File: config.mk
export PLATFORM = sky130hd
export DESIGN_NAME = brk_unit
export DESIGN_NICKNAME = d
export VERILOG_FILES = /design/src/rtl/brk_pkg.sv /design/src/rtl/brk_cfg.sv /design/src/rtl/brk_slot.sv /design/src/rtl/brk_event.sv /design/src/rtl/brk_status.sv /design/src/rtl/brk_unit.sv
export SDC_FILE = /design/constraint.sdc
export NUM_CORES = 1
export LEC_CHECK = 0
export ABC_AREA = 1
export BUFFER_PORTS_ARGS = -buffer_cell sky130_fd_sc_hd__buf_4
export CORE_MARGIN = 8
export CORE_UTILIZATION = 60
export CTS_BUF_LIST = sky130_fd_sc_hd__clkbuf_2 sky130_fd_sc_hd__clkbuf_4 sky130_fd_sc_hd__clkbuf_8
export CTS_CLUSTER_DIAMETER = 100
export DETAILED_ROUTE_END_ITERATION = 12
export HOLD_SLACK_MARGIN = 0.15
export PLACE_DENSITY = 0.83
export SETUP_SLACK_MARGIN = 0.3
export SYNTH_ARGS = -nofsm -noshare
export SYNTH_HDL_FRONTEND = slang
export SYNTH_SLANG_ARGS = --single-unit
File: constraint.sdc
create_clock -name clk_i -period 3.7 [get_ports clk_i]
set_input_delay 0.185 -clock clk_i [delete_from_list [all_inputs] [get_ports clk_i]]
set_output_delay 0.185 -clock clk_i [all_outputs]
set_load 0.05 [all_outputs]
File: src/rtl/brk_pkg.sv
package brk_pkg;

  localparam int unsigned NSLOT  = 4;
  localparam int unsigned NHIT   = NSLOT + 2;
  localparam int unsigned CTRL_W = 14;
  localparam int unsigned HIT_FLOW = NSLOT;
  localparam int unsigned HIT_STEP = NSLOT + 1;
  localparam logic [2:0]  CTRL_ADDR = 3'd4;

  // control word, MSB first (bit 13 down to bit 0)
  typedef struct packed {
    logic       gen;
    logic       w3;
    logic       r3;
    logic       w2;
    logic       r2;
    logic       step;
    logic       flow;
    logic       pair;
    logic       t3;
    logic       t2;
    logic [3:0] en;
  } brk_ctrl_t;

  function automatic logic ctrl_legal(brk_ctrl_t c);
    return !(c.pair && (c.en[3] || (c.t2 != c.t3)));
  endfunction

endpackage

File: src/rtl/brk_cfg.sv
module brk_cfg
  import brk_pkg::*;
#(
  parameter int unsigned AW = 16,
  parameter int unsigned DW = 16
) (
  input  logic                       clk_i,
  input  logic                       rst_ni,
  input  logic                       we_i,
  input  logic [2:0]                 addr_i,
  input  logic [DW-1:0]              wdata_i,
  output logic [NSLOT-1:0][AW-1:0]   base_o,
  output brk_ctrl_t                  ctrl_o
);

  logic [NSLOT-1:0][AW-1:0] base_q, base_d;
  brk_ctrl_t                ctrl_q, ctrl_d;
  brk_ctrl_t                wctrl;
  logic                     base_sel;
  logic                     ctrl_sel;

  assign wctrl    = brk_ctrl_t'(wdata_i[CTRL_W-1:0]);
  assign base_sel = we_i && (addr_i < 3'(NSLOT));
  assign ctrl_sel = we_i && (addr_i == CTRL_ADDR);

  always_comb begin
    base_d = base_q;
    ctrl_d = ctrl_q;
    if (base_sel) begin
      base_d[addr_i[1:0]] = wdata_i[AW-1:0];
    end
    if (ctrl_sel && ctrl_legal(wctrl)) begin
      ctrl_d = wctrl;
    end
  end

  always_ff @(posedge clk_i or negedge rst_ni) begin
    if (!rst_ni) begin
      base_q <= '0;
      ctrl_q <= '0;
    end else begin
      if (base_sel) base_q <= base_d;
      if (ctrl_sel) ctrl_q <= ctrl_d;
    end
  end

  assign base_o = base_q;
  assign ctrl_o = ctrl_q;

  // an illegal pairing never reaches the live control word
  a_r5_illegal_kept: assert property (@(posedge clk_i) disable iff (!rst_ni)
    (ctrl_sel && (wctrl.pair && (wctrl.en[3] || (wctrl.t2 != wctrl.t3))))
      |=> $stable(ctrl_q));

  // the live control word is always one of the legal forms
  a_r5_live_legal: assert property (@(posedge clk_i) disable iff (!rst_ni)
    !(ctrl_q.pair && ctrl_q.en[3]));

endmodule

File: src/rtl/brk_slot.sv
module brk_slot #(
  parameter int unsigned AW   = 16,
  parameter int unsigned PA_W = 16,
  parameter int unsigned DA_W = 16
) (
  input  logic            en_i,
  input  logic            is_data_i,
  input  logic            use_mask_i,
  input  logic [AW-1:0]   base_i,
  input  logic [AW-1:0]   mask_i,
  input  logic            rd_en_i,
  input  logic            wr_en_i,
  input  logic            pc_valid_i,
  input  logic [PA_W-1:0] pc_i,
  input  logic            d_valid_i,
  input  logic [DA_W-1:0] d_addr_i,
  input  logic            d_we_i,
  output logic            hit_o
);

  logic [AW-1:0] pc_x;
  logic [AW-1:0] d_x;
  logic [AW-1:0] sel_addr;
  logic [AW-1:0] eff_mask;
  logic          qual;
  logic          match;

  assign pc_x = AW'(pc_i);
  assign d_x  = AW'(d_addr_i);

  always_comb begin
    sel_addr = is_data_i ? d_x : pc_x;
    eff_mask = use_mask_i ? mask_i : '1;
    if (is_data_i) begin
      qual = d_valid_i && (d_we_i ? wr_en_i : rd_en_i);
    end else begin
      qual = pc_valid_i;
    end
    match = (((sel_addr ^ base_i) & eff_mask) == '0);
    hit_o = en_i && qual && match;
  end

endmodule

File: src/rtl/brk_event.sv
module brk_event (
  input  logic flow_en_i,
  input  logic step_en_i,
  input  logic pc_valid_i,
  input  logic pc_flow_i,
  output logic flow_hit_o,
  output logic step_hit_o
);

  always_comb begin
    flow_hit_o = flow_en_i && pc_valid_i && pc_flow_i;
    step_hit_o = step_en_i && pc_valid_i;
  end

endmodule

File: src/rtl/brk_status.sv
module brk_status #(
  parameter int unsigned NHIT = 6
) (
  input  logic            clk_i,
  input  logic            rst_ni,
  input  logic [NHIT-1:0] hit_i,
  input  logic            gen_i,
  input  logic            clr_i,
  output logic [NHIT-1:0] status_o
);

  logic [NHIT-1:0] status_q, status_d;
  logic [NHIT-1:0] keep;
  logic [NHIT-1:0] fresh;
  logic            upd;

  always_comb begin
    keep     = clr_i ? '0 : status_q;
    fresh    = gen_i ? hit_i : '0;
    status_d = keep | fresh;
    upd      = clr_i || (|fresh);
  end

  always_ff @(posedge clk_i or negedge rst_ni) begin
    if (!rst_ni) begin
      status_q <= '0;
    end else if (upd) begin
      status_q <= status_d;
    end
  end

  assign status_o = status_q;

  // set bits survive every cycle without a clear
  a_r9_sticky: assert property (@(posedge clk_i) disable iff (!rst_ni)
    !clr_i |=> ((status_q & $past(status_q)) == $past(status_q)));

  // a clear with no new hit empties the status
  a_r9_clear: assert property (@(posedge clk_i) disable iff (!rst_ni)
    (clr_i && (hit_i == '0)) |=> (status_q == '0));

  // with the global enable low, nothing new is set
  a_r8_gen_gate: assert property (@(posedge clk_i) disable iff (!rst_ni)
    !gen_i |=> ((status_q & ~$past(status_q)) == '0));

endmodule

File: src/rtl/brk_unit.sv
module brk_unit
  import brk_pkg::*;
#(
  parameter int unsigned PA_W = 16,
  parameter int unsigned DA_W = 16,
  localparam int unsigned AW  = (PA_W > DA_W) ? PA_W : DA_W,
  localparam int unsigned DW  = (AW > CTRL_W) ? AW : CTRL_W
) (
  input  logic            clk_i,
  input  logic            rst_ni,
  input  logic            cfg_we_i,
  input  logic [2:0]      cfg_addr_i,
  input  logic [DW-1:0]   cfg_wdata_i,
  input  logic            pc_valid_i,
  input  logic [PA_W-1:0] pc_i,
  input  logic            pc_flow_i,
  input  logic            d_valid_i,
  input  logic [DA_W-1:0] d_addr_i,
  input  logic            d_we_i,
  input  logic            brk_clr_i,
  output logic            brk_req_o,
  output logic [NHIT-1:0] brk_hit_o
);

  // reset: asserted asynchronously, released on the clock
  logic [1:0] rst_sync_q;
  logic       rst_n;

  always_ff @(posedge clk_i or negedge rst_ni) begin
    if (!rst_ni) rst_sync_q <= '0;
    else         rst_sync_q <= {rst_sync_q[0], 1'b1};
  end
  assign rst_n = rst_sync_q[1];

  logic [NSLOT-1:0][AW-1:0] base;
  brk_ctrl_t                ctrl;
  logic [NSLOT-1:0]         slot_hit;
  logic                     flow_hit;
  logic                     step_hit;
  logic [NHIT-1:0]          hit_now;
  logic [NHIT-1:0]          status;

  brk_cfg #(.AW(AW), .DW(DW)) u_cfg (
    .clk_i   (clk_i),
    .rst_ni  (rst_n),
    .we_i    (cfg_we_i),
    .addr_i  (cfg_addr_i),
    .wdata_i (cfg_wdata_i),
    .base_o  (base),
    .ctrl_o  (ctrl)
  );

  for (genvar g = 0; g < NSLOT; g++) begin : g_slot
    logic slot_en, slot_data, slot_mask, slot_rd, slot_wr;
    if (g < 2) begin : g_prog
      assign slot_en   = ctrl.en[g];
      assign slot_data = 1'b0;
      assign slot_mask = 1'b0;
      assign slot_rd   = 1'b0;
      assign slot_wr   = 1'b0;
    end else if (g == 2) begin : g_lead
      assign slot_en   = ctrl.en[2];
      assign slot_data = ctrl.t2;
      assign slot_mask = ctrl.pair;
      assign slot_rd   = ctrl.r2;
      assign slot_wr   = ctrl.w2;
    end else begin : g_partner
      assign slot_en   = ctrl.en[3] && !ctrl.pair;
      assign slot_data = ctrl.t3;
      assign slot_mask = 1'b0;
      assign slot_rd   = ctrl.r3;
      assign slot_wr   = ctrl.w3;
    end

    brk_slot #(.AW(AW), .PA_W(PA_W), .DA_W(DA_W)) u_slot (
      .en_i       (slot_en),
      .is_data_i  (slot_data),
      .use_mask_i (slot_mask),
      .base_i     (base[g]),
      .mask_i     (base[NSLOT-1]),
      .rd_en_i    (slot_rd),
      .wr_en_i    (slot_wr),
      .pc_valid_i (pc_valid_i),
      .pc_i       (pc_i),
      .d_valid_i  (d_valid_i),
      .d_addr_i   (d_addr_i),
      .d_we_i     (d_we_i),
      .hit_o      (slot_hit[g])
    );
  end

  brk_event u_event (
    .flow_en_i  (ctrl.flow),
    .step_en_i  (ctrl.step),
    .pc_valid_i (pc_valid_i),
    .pc_flow_i  (pc_flow_i),
    .flow_hit_o (flow_hit),
    .step_hit_o (step_hit)
  );

  assign hit_now = {step_hit, flow_hit, slot_hit};

  brk_status #(.NHIT(NHIT)) u_status (
    .clk_i    (clk_i),
    .rst_ni   (rst_n),
    .hit_i    (hit_now),
    .gen_i    (ctrl.gen),
    .clr_i    (brk_clr_i),
    .status_o (status)
  );

  assign brk_hit_o = status;
  assign brk_req_o = |status;

  // the mask slot never reports on its own in pair mode
  a_r4_partner_quiet: assert property (@(posedge clk_i) disable iff (!rst_n)
    ctrl.pair |-> !slot_hit[3]);

  // a taken change of flow raises the flow status next cycle
  a_r6_flow: assert property (@(posedge clk_i) disable iff (!rst_n)
    (pc_valid_i && pc_flow_i && ctrl.flow && ctrl.gen) |=> brk_hit_o[HIT_FLOW]);

  // a completed instruction in step mode raises the step status
  a_r7_step: assert property (@(posedge clk_i) disable iff (!rst_n)
    (pc_valid_i && ctrl.step && ctrl.gen) |=> brk_hit_o[HIT_STEP]);

  // with idle streams and no set bit, the request stays low
  a_r10_no_comb: assert property (@(posedge clk_i) disable iff (!rst_n)
    (!pc_valid_i && !d_valid_i && !brk_req_o) |=> !brk_req_o);

endmodule

==> summary.md <==
| Metric | Value |
|---|---|
| Root buffer cell | clkbuf_8 |
| Initial antenna violation count | 0 |
| Largest net degree at the start of global routing | 85 |
| Pwr Density | a little under 500 nW/um2 |
| Clk_lat worst skew | 350 ps |
| WHS Path Cells | 3 |
| Footprint of the multi-input gates | 2270 um2 |
| Required time of the critical path | just under 4000 ps |
| H-tree depth | 3 |
| I/O pin count | 66 |
| Max Freq | 0.499 GHz |
| Reg2Reg Depth | 8 |
| Total track usage | 24.0% |
| WL/cell | 16.0 um |
| Least-Margin Pin Slew | 1180 ps |
| CTS Buffer Depth | 2 |
| Sequential power share | 47.9% |
| Max cap viols | 0 |
| Leak | 2.87 nW |
| Setup TNS | 0 ps |
| Clock share of power | 24.9% |
| Starting Density | between 60 and 70% |
| Net count after synthesis | 711 |
| DRC | 0 |
| FILL cells | 679 |
| Final min period | 2010 ps |
| Commonest non-fill, non-tap cell in the layout | nand2_1 |
| Setup Crit Path Kind | reg -> reg |
| Worst path arrival time | approximately 2300 ps |
| Synth warnings | 0 |
| Starting DRT DRC Count | 285 |
| Chip height | 106 um |
| Antenna Nets Post-Route | 0 |
| Worst Skew | 7.97 ps |
| Cell variety after synth | 35 |
| Register area share after synthesis | 44.3% |
| Routed WL | ~13000 um |
| DP HPWL | around 9800 um |
| Worst-path fanout max | 20 |
| Setup repair bufs after CTS | 0 |
| Switching Power | about 960 uW |
| Layout cells sized above 1 | ~15% |
| Final Hold Vio Count | 0 |
| Switch share | 35.3% |
| Antenna Cells | 0 |
| Worst setup EP type | register |
| Final setup viols | 0 |
| HP Class | in -> reg |
| Vias post-DR | 4540 |
| Pint | 1.76 mW |
| 1st-pass router iterations | 5 |
| Synth-to-layout area growth | 15.2% |
| Die ar. | 11200 um2 |
| FF+latch area | between 2000 and 2500 um2 |
| Max Slew Vio Count | 0 |
| Die extent in x | ~110 um |
| Status | finished, final reports clean |
| Port bufs | 65 |
| Core region area | between 8000 and 9000 um2 |
| First-pass GRT wire length | 21300 um |
| Cts bufs inserted | 9 |
| Syn Area/Cell | about 7.4 um2 |
| Aggregate global routing overflow | 0 |
| RSZ-0062 raised after global routing | no |
| CP startpoint kind | register |
| Worst vdd ir | 0.300 mV |
| Register bit total from synthesis | between 80 and 90 |
| Total Power | about 2.7 mW |
| Clk sinks | 86 |
| Layout Utilization | 69.8% |
| Worst-path clk slew | 90 ps |
| Crit share post-route | between 50% and 60% |
| FP Rows | 33 |
| Cell Area, Synth | 4860 um2 |
| Total Nets Final | slightly below 800 |
| Placer Congestion | about 0.94 |
| CTS tree | built |
| Logic pwr share | between 20% and 30% |
| Most frequent cells in the layout | 239 x nand2_1, 85 x dfrtp_1, 72 x o21ai_0 |
| Synth Instances | 652 |
| Vias/cell | 5.52 |
| Max_slew headroom | 20.8% |
| Vias in the first global route | around 4500 |
worst max-delay path, stage by stage, from the launching register on:
cell	delay, ps
dfrtp_1	840
inv_2	340
nand2_1	150
nand3_1	70
nand3_1	90
nand2_1	70
nor2_1	140
nand3_1	100
o21bai_1	120
layer usage:
metal / track usage [%] / part of all wire [%] / up-vias
met5: 0 / 0 / -
met4: 12.0 / 3.3 / 0
met3: 5.81 / 10 / 34
met2: 37.9 / 46 / 220
met1: 30.1 / 40 / 2102
li1: - / - / 2184
Yosys cell counts (all sizes together):
master  count  area share, %
o21bai      1           0.15
nor2       28            2.2
clkbuf     13            1.2
dfrtp      86             44
or2         7           0.95
nor4        1           0.13
o21ai      94             11
a21oi       8           0.82
inv        70            5.5
xnor2      17            3.1
nand3b      7            1.1
buf         9            2.1
nand2     243             19
a32o        1           0.21
nand4       3           0.70
xor2       11            2.0
nand3      42            4.3
o211ai      5           0.77
conb        1          0.077
nor3        5           0.52
cell families (layout without fill, tap and decap cells):
kind of cell | Yosys count | in the layout | synth area share, %
flip-flops | 86 | 86 | 44.3
buffers and inverters | 92 | 158 | 8.86
XOR/XNOR | 28 | 28 | 5.05
other | 1 | 1 | 0.0772
AO/OA/AOI/OAI | 109 | 109 | 12.6
AND/OR/NAND/NOR | 336 | 336 | 29.1
worst paths after layout:
path	end	slack, ps	startpoint
worst max-delay path	u_status.status_o[2]	1690	u_cfg.ctrl_o[4]
worst min-delay path	u_cfg.base_o[30]	150	cfg_wdata_i[14]
worst max register to register	u_status.status_o[2]	1690	u_cfg.ctrl_o[4]
worst min register to register	rst_sync_q[1]	370	rst_sync_q[0]
max in group asynchronous	u_status.status_o[2]	2510	rst_sync_q[1]
min in group asynchronous	u_cfg.base_o[17]	530	rst_sync_q[1]
area by class of cell:
type | count | share of cell area (%)
well taps | 105 | 2.35
inverters | 70 | 4.79
flip-flops and latches | 86 | 38.5
clock inverters | 6 | 1.23
multi-input cells | 474 | 40.6
repair buffers | 72 | 9.98
clock buffers | 10 | 2.46
timing repair:
action / CTS / global route
gates resized for setup: 0 / 0
endpoints found under the hold margin: 8 / 0
hold buffers: 7 / 0
power groups by stage:
stage / sequential, mW / combinational [mW] / clock (mW)
2_1_floorplan: 1.24 / 0.593 / 0
3_3_place_gp: 1.30 / 0.691 / 0
3_5_place_dp: 1.31 / 0.718 / 0
6_report: 1.30 / 0.736 / 0.677
4_1_cts: 1.30 / 0.733 / 0.684
5_1_grt: 1.32 / 0.837 / 0.724
sequential cells by signal, summed over array words and instances (netlist names):
register / flops
u_cfg.ctrl_o: 14
rst_sync_q: 2
u_cfg.base_o: 64
u_status.status_o: 6
metrics by stage:
step,cells,hold slack (ps),worst slack [ps],instance area [um2]
finish,823,155,1690,5590
global route,823,156,1420,5590
CTS,823,154,1740,5590
detailed placement,800,-32.0,1770,5320
global placement,800,-33.4,1830,5320
floorplan,652,-111,1130,4860
Note: power is estimated with default switching activity, not from simulation.
